[src/rtl/remap_decoder.sv]
module remap_decoder #(
  parameter int ADDR_W     = 16,
  parameter int RAM_AW     = 8,
  parameter int REG_AW     = 6,
  parameter int WIN_CYCLES = 64,
  parameter logic [REG_AW-1:0] MAP_OFF = 6'h3D,
  parameter logic [7:0]        MAP_RST = 8'h01
) (
  input  logic              clk,
  input  logic              rst_n,
  input  logic              bus_valid,
  input  logic              bus_write,
  input  logic [ADDR_W-1:0] bus_addr,
  input  logic [7:0]        bus_wdata,
  output logic              ram_sel,
  output logic [RAM_AW-1:0] ram_off,
  output logic              reg_sel,
  output logic [REG_AW-1:0] reg_off
);
  localparam int CW = $clog2(WIN_CYCLES + 1);

  logic [7:0]    map_q;
  logic [CW-1:0] win_cnt;
  logic          win_open, ram_hit, reg_hit, map_wr;
  logic [3:0]    top_nib;

  assign top_nib  = bus_addr[ADDR_W-1 -: 4];
  assign ram_hit  = (top_nib == map_q[7:4]) && (bus_addr[ADDR_W-5:RAM_AW] == '0);
  assign reg_hit  = (top_nib == map_q[3:0]) && (bus_addr[ADDR_W-5:REG_AW] == '0);

  assign reg_sel  = bus_valid && reg_hit;
  assign ram_sel  = bus_valid && ram_hit && !reg_hit;
  assign ram_off  = bus_addr[RAM_AW-1:0];
  assign reg_off  = bus_addr[REG_AW-1:0];

  assign win_open = (win_cnt < CW'(WIN_CYCLES));
  assign map_wr   = reg_sel && bus_write && win_open && (reg_off == MAP_OFF);

  always_ff @(posedge clk or negedge rst_n) begin
    if (!rst_n) begin
      win_cnt <= '0;
      map_q   <= MAP_RST;
    end else begin
      if (bus_valid && win_open) win_cnt <= win_cnt + 1'b1;
      if (map_wr)                map_q   <= bus_wdata;
    end
  end
endmodule

[config.mk]
export PLATFORM = sky130hd
export DESIGN_NAME = remap_decoder
export DESIGN_NICKNAME = d
export VERILOG_FILES = /design/src/rtl/remap_decoder.sv
export SDC_FILE = /design/constraint.sdc
export NUM_CORES = 1
export LEC_CHECK = 0
export ABC_AREA = 1
export BUFFER_PORTS_ARGS = -buffer_cell sky130_fd_sc_hd__buf_2
export CAP_MARGIN = 30
export CORE_ASPECT_RATIO = 1.1
export CORE_MARGIN = 2
export CORE_UTILIZATION = 46
export CTS_CLUSTER_DIAMETER = 200
export DETAILED_ROUTE_END_ITERATION = 16
export PLACE_DENSITY = 0.85
export SYNTH_ARGS = -nofsm -noshare
export SYNTH_HDL_FRONTEND = slang
export SYNTH_SLANG_ARGS = --single-unit
export TNS_END_PERCENT = 50
[constraint.sdc]
create_clock -name clk -period 1.6 [get_ports clk]
set_input_delay 0 -clock clk [delete_from_list [all_inputs] [get_ports clk]]
set_output_delay 0 -clock clk [all_outputs]
set_load 0.01 [all_outputs]
# Word level (Yosys, flattened, before mapping)
# Cells that the tools add are included.
[word_totals]
reg_bits = 15
output_inout_bits = 16
[classes]
n_reduce_logical = 12
order_cmp = 1
eq_ne = 3
n_addsub = 1
[ops]
columns = ["cell", "count"]
rows = [
  ["$logic_and 1x1->1", 9],
  ["$eq 4x4->1", 2],
  ["$add 7x1->7 const B", 1],
  ["$lt 7x7->1 const B", 1],
  ["$eq 6x6->1 const B", 1],
  ["$logic_not 6->1", 1],
  ["$logic_not 4->1", 1],
  ["$logic_not 1->1", 1],
]

# Logic depth before layout (Yosys ltp)
# Gate-level depths: netlist of the first run.
[logic_depth]
depth_word = 6
depth_mapped = 8

# Worst setup path before layout of the first run
# OpenSTA, ideal clock, no wires.
[synth_timing]
path_type = "reg2reg"
start = "register map_q[0]"
end = "register map_q[1]"
slack_ns = 0.401
n_path_buf = 0
period_less_slack_ns = 1.199
t_required_ns = 1.482
path_stages_with_launch = 8
t_arrival_ns = 1.081
cell_sequence = "dfstp_2 inv_1 nand2_1 nand3_1 nor2_1 nand4_2 nand2_1 nand2_1"
[synth_between]
elab_chain_cells = 6
[synth_rtl]
columns = ["element", "line_no", "text"]
rows = [
  ["from (decl)", "22", "logic [7:0] map_q;"],
  ["from (signal assigned)", "45", "if (map_wr) map_q <= bus_wdata;"],
  ["$eq 4x4->1", "29", "assign reg_hit = (top_nib == map_q[3:0]) && (bus_addr[ADDR_W-5:REG_AW] == '0);"],
  ["$logic_and 1x1->1", "29", ""],
  ["$logic_and 1x1->1", "31", "assign reg_sel = bus_valid && reg_hit;"],
  ["$logic_and 1x1->1 (3 in a row)", "37", "assign map_wr = reg_sel && bus_write && win_open && (reg_off == MAP_OFF);"],
]
# Every way passes these cells.
# A chain may end at the register's enable or synchronous reset.

# Worst setup path after layout of the first run
[layout_timing]
start = "register map_q[0]"
end = "output ram_sel"
[layout_between]
elab_chain_cells = 4
[layout_rtl]
columns = ["element", "line_no", "text"]
rows = [
  ["$eq 4x4->1", "29", ""],
  ["$logic_and 1x1->1", "29", ""],
  ["$logic_not 1->1", "32", "assign ram_sel = bus_valid && ram_hit && !reg_hit;"],
  ["$logic_and 1x1->1", "32", ""],
  ["to (decl)", "15", "output logic ram_sel,"],
]
# Every way passes these cells.

==> run_results.csv, run 1 <==
group,metric,value,unit
run_status,status,"finished, final reports clean",
logic_synthesis,avgSynthCellArea,7.63,sq um
pwr,ir_drop,440,uV
routing,wire_per_inst,10.7,um
logic_synthesis,ys_ff_latch,15,
logic_synthesis,synthCells,133,
worst_setup_path,cp.depth,8,
grt,grt_pass1_wl,3620,um
worst_setup_path,ff2ff_setup_slack,0.14,ns
die,core_area,0.00204,sq mm
worst_setup_path,cp-endpoint,"ram_sel",
worst_setup_path,timing.rr.start,"map_q[0]",
grt,track_usage,17.9,%
finish,regArea,377,sq um
finish,utilization,62.9,%
logic_synthesis,synth_cell_types,21,
worst_setup_path,worst-path-max-fanout,3,
die,die_area,0.00260,sq mm
worst_setup_path,crit_arrival,1.52,ns
timing,fmax,658,MHz
routing,dr.pass1.iters,4,
logic_synthesis,muxShareOfSynthArea,1.11,%
clock_network,clock_sinks,15,
clock_network,cts_made_buffers,3,
timing,layout_setup_ws,0.0812,ns
timing,maxSlewHeadroom,67.8,%
routing,first_iter_violations,8,
timing,timing.hold.ws,0.0718,ns
worst_hold_path,worstHoldPathCells,3,
run,maxCapViolations,0,
place,port_buffers,43,
clock_network,htree_levels,1,
worst_setup_path,r2r-end,"map_q[3]",
timing,setup_tns,0,ns
logic_synthesis,seq_area_frac_synth,37.1,%
worst_setup_path,crit_top_cell,"inv_1",
logic_synthesis,synth_edf_count,0,
finish,final_nets,205,
die,fp-row-count,17,
place,dp.final_hpwl,1710,um
routing,vias_per_cell,4.66,
timing,rsz0062_at_grt,"true",
logic_synthesis,synth_area_leaders,"dfrtp_1 35%, nand2_1 15%, buf_4 10%",
finish,drive_gt1_share,34.3,%
grt,overflow,0,
worst_setup_path,max_stage_delay,0.55,ns
worst_setup_path,crit_chain,"inv_1 -> nand2_1 -> inv_1 -> nor2_2 -> nand2_2 -> nor2_8 -> nor3_1 -> buf_2",
worst_hold_path,hold_path_class,"primary input to flip-flop",
worst_setup_path,startpoint,"map_q[0]",
timing,period_minus_slack,1.52,ns
pwr,p_leak,0.000749,uW
worst_setup_path,critPathKind,"flip-flop to output pin",
worst_setup_path,cpMaxStageDelayCell,"dfstp_2",
clock_network,cts.reportedPaths.clkPinSlew,0.09,ns
finish,multi_input_area,465,sq um
worst_setup_path,worstPathBufferInverterCount,3,
timing,worst_pin_slew,0.481,ns
pwr,p_per_area,555,mW/mm^2
clock_network,clock_latency,0.27,ns
finish,design_area,0.00128,sq mm
logic_synthesis,synth_top_flop_cell,"dfrtp_1",
worst_setup_path,cp_data_required_time,1.60,ns
worst_setup_path,crit_path_start_kind,"flip-flop",
timing,fin_skew,0.00816,ns
finish,syn2layout_area_growth,26.6,%
routing,drc,0,
logic_synthesis,synthArstFlopShare,100,%
place,pre_cts_slack,0.261,ns
logic_synthesis,synthAdderAreaFrac,1.23,%
logic_synthesis,synth_most_common_cell,"nand2_1",
worst_setup_path,endpoint_kind,"output pin",
logic_synthesis,synth_xor_area_share,7.77,%
logic_synthesis,yosysWarnings,0,
logic_synthesis,syn_area,0.00101,sq mm
logic_synthesis,syn_nets,162,
timing,setup_viol,0,
finish,fill_cells,195,
worst_setup_path,critPathTopFamily,"flip-flops",
clock_network,clock_path_buffers,2,
place,gp_congestion,0.773,
logic_synthesis,yosysTopAreaCellShare,34.5,%
routing,via_count,946,
clock_network,root_buffer,"clkbuf_4",
die,start_util,49.7,%
timing,slew_viol_final,0,
grt,antenna_found_initial,0,
place,place_area,0.00115,sq mm
clock_network,cts_tree,"yes",
logic_synthesis,synth-simple-area-share,35.3,%
die,ios,44,
routing,antenna_left,0,
grt,grt_max_degree,16,
logic_synthesis,yosysTopAreaCell,"dfrtp_1",
finish,num_antenna_cells,0,
worst_setup_path,rr_worst_depth,9,
die,dieHeight,53.3,um
die,fp.dieW,48.8,um
grt,grt_pass1_vias,908,
timing,finalHoldViolCount,0,
timing,finalCritPeriodShare,94.9,%
logic_synthesis,synth_top_family_by_area,"simple AND/OR/NAND/NOR gates",
logic_synthesis,synthTopCellsByCount,"40 x nand2_1, 16 x inv_1, 14 x buf_4, 14 x dfrtp_1, 10 x nand4_1",
logic_synthesis,synth_compound_area_share,0,%
routing,routed_wl,2160,um
worst_hold_path,hp-start,"bus_valid",
where the power goes:
| group | leakage, uW | switching, uW | internal (uW) |
|---|---|---|---|
| clock network | 0.0000177 | 115 | 92.4 |
| registers | 0.000190 | 0 | 379 |
| logic | 0.000541 | 65.4 | 61.5 |
| total | 0.000749 | 180 | 533 |
kinds of logic (layout without fill, tap and decap cells):
kind of cell	after synthesis	after routing
flops	15	15
xor+xnor	9	9
mux	1	1
buf+inv	33	75
fa+ha+maj	1	1
simple gates	74	74
per-stage QoR:
stage               cells  total power, uW
floorplan             133              451
global placement      189              493
detailed placement    189              497
finish                203              713
CTS                   202              723
global route          203              746
placed cells by master (no fill, tap or decap):
| cell | Yosys | routed |
|---|---|---|
| clkbuf_4 | 0 | 3 |
| nor3_2 | 1 | 2 |
| nand4_2 | 1 | 1 |
| inv_2 | 2 | 2 |
| nor2_8 | 1 | 1 |
| nor2_1 | 8 | 8 |
| nand2_1 | 40 | 40 |
| nor3b_1 | 1 | 1 |
| nand2_2 | 1 | 1 |
| nand4_1 | 10 | 10 |
| nor2_2 | 3 | 3 |
| xnor2_1 | 3 | 3 |
| nand3_1 | 6 | 6 |
| xor2_1 | 6 | 6 |
| dlygate4sd3_1 | 0 | 9 |
| inv_1 | 16 | 16 |
| clkinv_2 | 0 | 1 |
| buf_2 | 1 | 43 |
| nor3_1 | 2 | 1 |
| dfstp_2 | 1 | 1 |
| buf_4 | 14 | 1 |
| ha_1 | 1 | 1 |
| dfrtp_1 | 14 | 14 |
| mux2_2 | 1 | 1 |
layout make-up:
type,instances,share of cell area [%]
Multi-Input combinational cell,85,36.2
Inverter,18,5.26
Tap cell,28,2.73
Timing Repair Buffer,53,24.3
Sequential cell,15,29.3
Clock inverter,1,0.389
Clock buffer,3,1.75
timing repair:
action,4_1_cts,5_1_grt
hold endpoints to repair,23,0
resized for setup,0,1
hold buffers,9,0
buffers inserted,0,1
setup endpoints to repair,0,2
per-layer routing:
layer,global-route usage (%),part of all wire [%],up-vias
li1,-,-,485
met1,19.2,38,445
met2,37.7,58,16
met3,2.26,3.9,0
met4,2.86,0,0
met5,0,0,-
worst min-delay path by stage:
stage                       to  slack [ns]
floorplan             map_q[1]       -0.30
global placement    win_cnt[0]       -0.09
detailed placement  win_cnt[0]       -0.08
CTS                   map_q[0]        0.06
global route          map_q[0]         0.1
finish                map_q[0]        0.07
registers in the layout (all words and copies together), names as in the netlist:
register and count:
map_q 8, win_cnt 7
worst min-delay path, cell delays in order:
cell and delay [ns]:
buf_2 0.18, nand4_1 0.11, nand2_1 0.05
Power figures use the tool's default switching activity.
==> inputs of run 2 (changes only) <==
--- a/config.mk
+++ b/config.mk
@@ -5,12 +5,11 @@
 export SDC_FILE = /design/constraint.sdc
 export NUM_CORES = 1
 export LEC_CHECK = 0
-export ABC_AREA = 1
 export BUFFER_PORTS_ARGS = -buffer_cell sky130_fd_sc_hd__buf_2
 export CAP_MARGIN = 30
 export CORE_ASPECT_RATIO = 1.1
 export CORE_MARGIN = 2
-export CORE_UTILIZATION = 46
+export CORE_UTILIZATION = 44
 export CTS_CLUSTER_DIAMETER = 200
 export DETAILED_ROUTE_END_ITERATION = 16
 export PLACE_DENSITY = 0.85
==> run 2 against run 1 <==
Compared with the run above: the run now ends with negative setup slack left; clock skew decreased by 0.0041 ns; global-route usage fell by 1.7 points; count of clock-buffer cells in the layout did not move; sequential power rose by 45%; sequential cell count unchanged.
==> run_results.csv, run 2 <==
group,metric,value,unit
run_status,status,"complete, but fails checks",
run_status,violations,"negative setup slack",
worst_hold_path,holdPathEnd,"win_cnt[6]",
pwr,combPwrFrac,26.1,%
routing,wire_per_inst,12.5,um
logic_synthesis,synth_cell_types,19,
timing,maxSlewHeadroom,78.1,%
timing,setup_viol,10,
die,fp.dieW,46.0,um
worst_setup_path,rr_worst_depth,5,
die,die_area,0.00231,sq mm
finish,largest_registers,"map_q: 8 flops, win_cnt: 7 flops",
place,pre_cts_slack,-0.184,ns
worst_setup_path,max_stage_delay,0.55,ns
timing,slew_viol_final,0,
clock_network,post_cts_buffers,0,
logic_synthesis,yosysTopAreaCellShare,41.0,%
logic_synthesis,avgSynthCellArea,11.5,sq um
grt,track_usage,16.2,%
logic_synthesis,synthTopCellsByCount,"14 x buf_4, 14 x dfrtp_1, 10 x xnor2_1",
timing,timing.hold.ws,0.0163,ns
place,gp_congestion,0.708,
logic_synthesis,synth_top_family_by_area,"simple AND/OR/NAND/NOR gates",
logic_synthesis,syn_nets,103,
die,core_area,0.00180,sq mm
routing,dr.pass1.iters,4,
logic_synthesis,ys_ff_latch,15,
logic_synthesis,synthAdderAreaFrac,1.46,%
logic_synthesis,syn_area,855,sq um
place,dp.final_hpwl,1360,um
clock_network,cts.reportedPaths.clkPinSlew,0.10,ns
pwr,p_int,712,uW
worst_setup_path,critPathKind,"flip-flop to flip-flop",
worst_setup_path,cpMaxStageDelayCell,"dfstp_2",
logic_synthesis,synth_compound_area_share,0.878,%
finish,num_antenna_cells,0,
clock_network,clock_sinks,15,
routing,vias_per_cell,4.98,
die,ios,44,
worst_hold_path,hold_path_class,"primary input to flip-flop",
worst_setup_path,r2r-end,"map_q[2]",
timing,setup_tns,-1.18,ns
logic_synthesis,synth_top_flop_cell,"dfrtp_1",
timing,layout_setup_ws,-0.158,ns
timing,fmax,569,MHz
logic_synthesis,synth_xor_area_share,13.3,%
worst_setup_path,crit_arrival,1.93,ns
worst_setup_path,crit_chain,"xor2_1 -> or3_4 -> nor4_4 -> buf_6 -> mux2_2",
routing,drc,0,
place,port_buffers,43,
clock_network,clock_latency,0.28,ns
logic_synthesis,synthCells,74,
routing,routed_wl,1700,um
routing,via_count,677,
timing,worst_pin_slew,0.329,ns
logic_synthesis,yosysWarnings,0,
logic_synthesis,yosysTopAreaCell,"dfrtp_1",
pwr,swShare,31.8,%
worst_setup_path,timing.rr.start,"map_q[0]",
pwr,pwr-share-seq,52.6,%
logic_synthesis,synth_edf_count,0,
worst_setup_path,cp_data_required_time,1.77,ns
pwr,clockPowerShare,21.3,%
die,start_util,47.4,%
timing,finalHoldViolCount,0,
routing,antenna_left,0,
grt,overflow,0,
finish,syn2layout_area_growth,32.8,%
logic_synthesis,muxShareOfSynthArea,11.9,%
die,fp-row-count,16,
worst_setup_path,crit_path_start_kind,"flip-flop",
pwr,switching_power,332,uW
finish,drive_gt1_share,53.4,%
pwr,p_per_area,920,mW/mm^2
finish,largest_reg_flops,8,
pwr,p_leak,0.000567,uW
logic_synthesis,synth_area_leaders,"dfrtp_1 41%, buf_4 12%, mux2_2 12%",
logic_synthesis,synth-simple-area-share,15.7,%
grt,grt_pass1_vias,617,
grt,grt_pass1_wl,2680,um
worst_setup_path,startpoint,"map_q[0]",
worst_setup_path,endpoint_kind,"flip-flop",
finish,final_cell_mix,"43 x buf_2, 14 x dfrtp_1, 10 x xnor2_1",
clock_network,cts_made_buffers,3,
logic_synthesis,seq_area_frac_synth,44.1,%
clock_network,cts_tree,"yes",
grt,grt_max_degree,16,
worst_setup_path,worst-path-max-fanout,8,
pwr,ir_drop,718,uV
clock_network,root_buffer,"clkbuf_4",
finish,top_register,"map_q",
timing,rsz0062_at_grt,"true",
run,maxCapViolations,0,
place,dp_cells,123,
finish,final_nets,148,
timing,fin_skew,0.00408,ns
worst_hold_path,hp-start,"bus_valid",
logic_synthesis,synthArstFlopShare,100,%
worst_hold_path,worstHoldPathCells,3,
clock_network,clock_path_buffers,2,
routing,first_iter_violations,4,
finish,final_cells,136,
finish,layout_commonest_cell,"buf_2",
die,dieHeight,50.2,um
timing,period_minus_slack,1.76,ns
grt,antenna_found_initial,0,
clock_network,htree_levels,1,
worst_setup_path,ff2ff_setup_slack,-0.16,ns
timing,finalCritPeriodShare,110,%
-- run 2: cell count changes in the layout (fill, tap and decap cells not counted), sizes merged, moves of 3 or more --
cell   change
nand3      -5
xnor2      +7
inv       -18
nand4      -5
mux2       +8
nor2      -10
nand2     -37
xor2       -3
-- run 2: routing by layer --
layer	part of all wire [%]	vias up	GRT usage [%]
li1	-	330	-
met1	41	309	19.6
met5	0	-	0
met3	7.1	2	1.08
met2	51	36	28.2
met4	1.1	0	7.14
-- run 2: metrics by stage --
step / utilization, % / power (uW) / area, sq um
floorplan: - / 722 / 856
global placement: 55.8 / 788 / 1010
detailed placement: 55.8 / 811 / 1010
CTS: 63.0 / 1040 / 1130
global route: 63.0 / 1120 / 1130
finish: 63.0 / 1040 / 1130
-- run 2: worst max-delay path by stage --
stage	end	slack (ns)
after global routing	map_q[3]	-0.21
after CTS	map_q[3]	-0.17
after global placement	map_q[3]	-0.09
after floorplan	map_q[1]	-0.15
after detailed placement	map_q[1]	-0.18
final	map_q[2]	-0.16
-- run 2: cells by family (layout without fill, tap and decap cells) --
logic type | Yosys count | after routing
AND/OR/NAND/NOR | 20 | 20
adder cells (fa/ha/maj) | 1 | 1
XOR/XNOR | 13 | 13
flip-flops | 15 | 15
multiplexers | 9 | 9
AO/OA/AOI/OAI | 1 | 1
buffers and inverters | 15 | 59
-- run 2: layout make-up --
cell class | count | area, sq um
clock buffer | 3 | 22.5
clock inverter | 1 | 5.00
fill | 151 | 667
multi-input combinational | 44 | 377
sequential | 15 | 377
tap | 18 | 22.5
timing repair buffer | 55 | 332
-- run 2: critical path, delay by kind of cell (launching register included) --
family	cells	cell delay, ns
flops	1	0.55
xor+xnor	1	0.06
buf+inv	1	0.18
mux	1	0.34
simple gates	2	0.52
-- run 2: what timing repair did --
action | CTS | global route
gates resized for setup | 3 | 0
hold buffers | 9 | 0
setup endpoints to repair | 10 | 10
hold endpoints to repair | 23 | 0
-- run 2: power by group through the flow --
stage,Combinational (uW),Sequential [uW],Clock [uW]
finish,273,549,222
detailed placement,256,554,0
CTS,276,546,223
floorplan,188,534,0
global route,313,559,245
global placement,243,544,0
==> inputs of run 3 (changes only) <==
--- a/config.mk
+++ b/config.mk
@@ -12,6 +12,7 @@
 export CORE_UTILIZATION = 44
 export CTS_CLUSTER_DIAMETER = 200
 export DETAILED_ROUTE_END_ITERATION = 16
+export GPL_TIMING_DRIVEN = 0
 export PLACE_DENSITY = 0.85
 export SYNTH_ARGS = -nofsm -noshare
 export SYNTH_HDL_FRONTEND = slang
==> run 3 against run 2 <==
Compared with the run above: the run still ends with negative setup slack left; largest cell class is now non-clock buffers; clock skew is 0.00058 ns higher; count of clock-buffer cells in the layout is 1 higher; core utilization is 6.4 points higher; non-clock buffer count is 14 higher; critical path depth stayed put; highest routed layer unchanged; sequential power hardly changed; cell area is 10% higher.
==> run_results.csv, run 3 (synthesis gave the netlist of run 2 again) <==
group,metric,value,unit
run_status,status,"complete, but fails checks",
run_status,violations,"negative setup slack",
run,maxCapViolations,0,
clock_network,cts_tree,"yes",
timing,setup_tns,-1.04,ns
die,die_area,0.00231,sq mm
die,core_area,0.00180,sq mm
clock_network,clock_sinks,15,
routing,routed_wl,1810,um
clock_network,clock_path_buffers,2,
worst_setup_path,crit_arrival,1.92,ns
timing,fin_skew,0.00465,ns
finish,top_register,"map_q",
die,start_util,47.4,%
worst_setup_path,crit_path_start_kind,"flip-flop",
grt,overflow,0,
place,gp_congestion,0.696,
timing,slew_viol_final,0,
finish,syn2layout_area_growth,46.3,%
finish,num_antenna_cells,0,
timing,setup_viol,9,
finish,layout_commonest_cell,"buf_2",
timing,period_minus_slack,1.74,ns
worst_setup_path,endpoint_kind,"flip-flop",
clock_network,htree_levels,1,
grt,antenna_found_initial,0,
place,port_buffers,43,
die,fp-row-count,16,
die,dieHeight,50.2,um
routing,drc,0,
pwr,ir_drop,638,uV
routing,wire_per_inst,12.0,um
timing,rsz0062_at_grt,"true",
routing,antenna_left,0,
grt,grt_max_degree,16,
grt,track_usage,16.9,%
routing,vias_per_cell,4.83,
pwr,p_per_area,853,mW/mm^2
clock_network,cts.reportedPaths.clkPinSlew,0.09,ns
worst_setup_path,critPathKind,"flip-flop to flip-flop",
finish,largest_registers,"map_q: 8 flops, win_cnt: 7 flops",
finish,utilization,69.4,%
worst_setup_path,crit_chain,"xor2_1 -> or3_4 -> nor4_4 -> buf_6 -> mux2_2",
die,fp.dieW,46.0,um
clock_network,cts_made_buffers,3,
worst_setup_path,max_stage_delay,0.54,ns
worst_setup_path,worst-path-max-fanout,8,
timing,layout_setup_ws,-0.141,ns
clock_network,clock_latency,0.28,ns
worst_setup_path,cpMaxStageDelayCell,"dfstp_2",
grt,grt_pass1_wl,2790,um
finish,final_nets,162,
timing,timing.hold.ws,0.0294,ns
clock_network,root_buffer,"clkbuf_4",
finish,final_cell_mix,"43 x buf_2, 16 x buf_4, 14 x dfrtp_1",
finish,fill_cells,134,
timing,worst_pin_slew,0.331,ns
timing,fmax,574,MHz
pwr,p_leak,0.000638,uW
place,pre_cts_slack,-0.363,ns
worst_setup_path,cp_data_required_time,1.78,ns
timing,finalCritPeriodShare,109,%
worst_hold_path,hold_path_class,"primary input to flip-flop",
timing,maxSlewHeadroom,77.9,%
routing,dr.pass1.iters,4,
place,dp.final_hpwl,1320,um
die,ios,44,
routing,via_count,725,
routing,first_iter_violations,7,
grt,grt_pass1_vias,682,
finish,drive_gt1_share,58.3,%
timing,finalHoldViolCount,0,
finish,largest_reg_flops,8,
## run 3: cell types whose count changed in the layout (fill, tap and decap cells not counted), sizes merged
cell	change
clkinv	-1
clkbuf	+1
buf	+14
## run 3: routing by layer
| layer | GRT usage [%] | up-vias | share of wire, % |
|---|---|---|---|
| met2 | 28.0 | 38 | 50 |
| met5 | 0 | - | 0 |
| met3 | 4.32 | 4 | 9.0 |
| met1 | 19.2 | 328 | 39 |
| met4 | 8.57 | 0 | 1.8 |
| li1 | - | 355 | - |
## run 3: worst paths after layout
| check | start | to | slack [ns] | depth (start not counted) |
|---|---|---|---|---|
| worst min register to register | win_cnt[5] | win_cnt[5] | 0.49 | 1 |
| min in group asynchronous | rst_n | map_q[6] | 0.14 | 2 |
| worst max-delay path | map_q[0] | map_q[6] | -0.14 | 5 |
| max in group asynchronous | rst_n | map_q[0] | 1.17 | 2 |
| worst max register to register | map_q[0] | map_q[6] | -0.14 | 5 |
| worst min-delay path | bus_valid | win_cnt[6] | 0.03 | 3 |
## run 3: what timing repair did
| action | in CTS | in global routing |
|---|---|---|
| hold endpoints to repair | 23 | 0 |
| endpoints found under the setup margin | 10 | 10 |
| hold buffers | 9 | 0 |
| buffers inserted | 1 | 1 |
| pin swaps | 1 | 3 |
| resized for setup | 2 | 5 |
## run 3: cell type report
class	count	area [sq um]	share of cell area [%]
Sequential cell	15	377	30.1
Multi-Input combinational cell	44	388	31.0
Timing Repair Buffer	54	324	25.9
Buffer	15	113	9.01
Clock buffer	4	26.3	2.10
Tap cell	18	22.5	1.80
## run 3: report_power, final
part	switching [uW]	internal, uW	total [uW]
clock network	118	96.9	214
logic	122	181	303
registers	82.7	466	549
total	322	744	1070
## run 3: critical path, delay by kind of cell (launching register included)
family,cells,cell delay [ns]
and+or+nand+nor,2,0.51
buffers and inverters,1,0.19
xor gates and xnor gates,1,0.06
muxes,1,0.33
DFF,1,0.54
## run 3: per-stage QoR
step           total power [uW]  instance area (sq um)  std cells
2_1_floorplan               722                    856         74
5_1_grt                    1140                   1250        150
4_1_cts                    1060                   1220        149
6_report                   1070                   1250        150
3_3_place_gp                808                   1090        135
3_5_place_dp                826                   1090        135
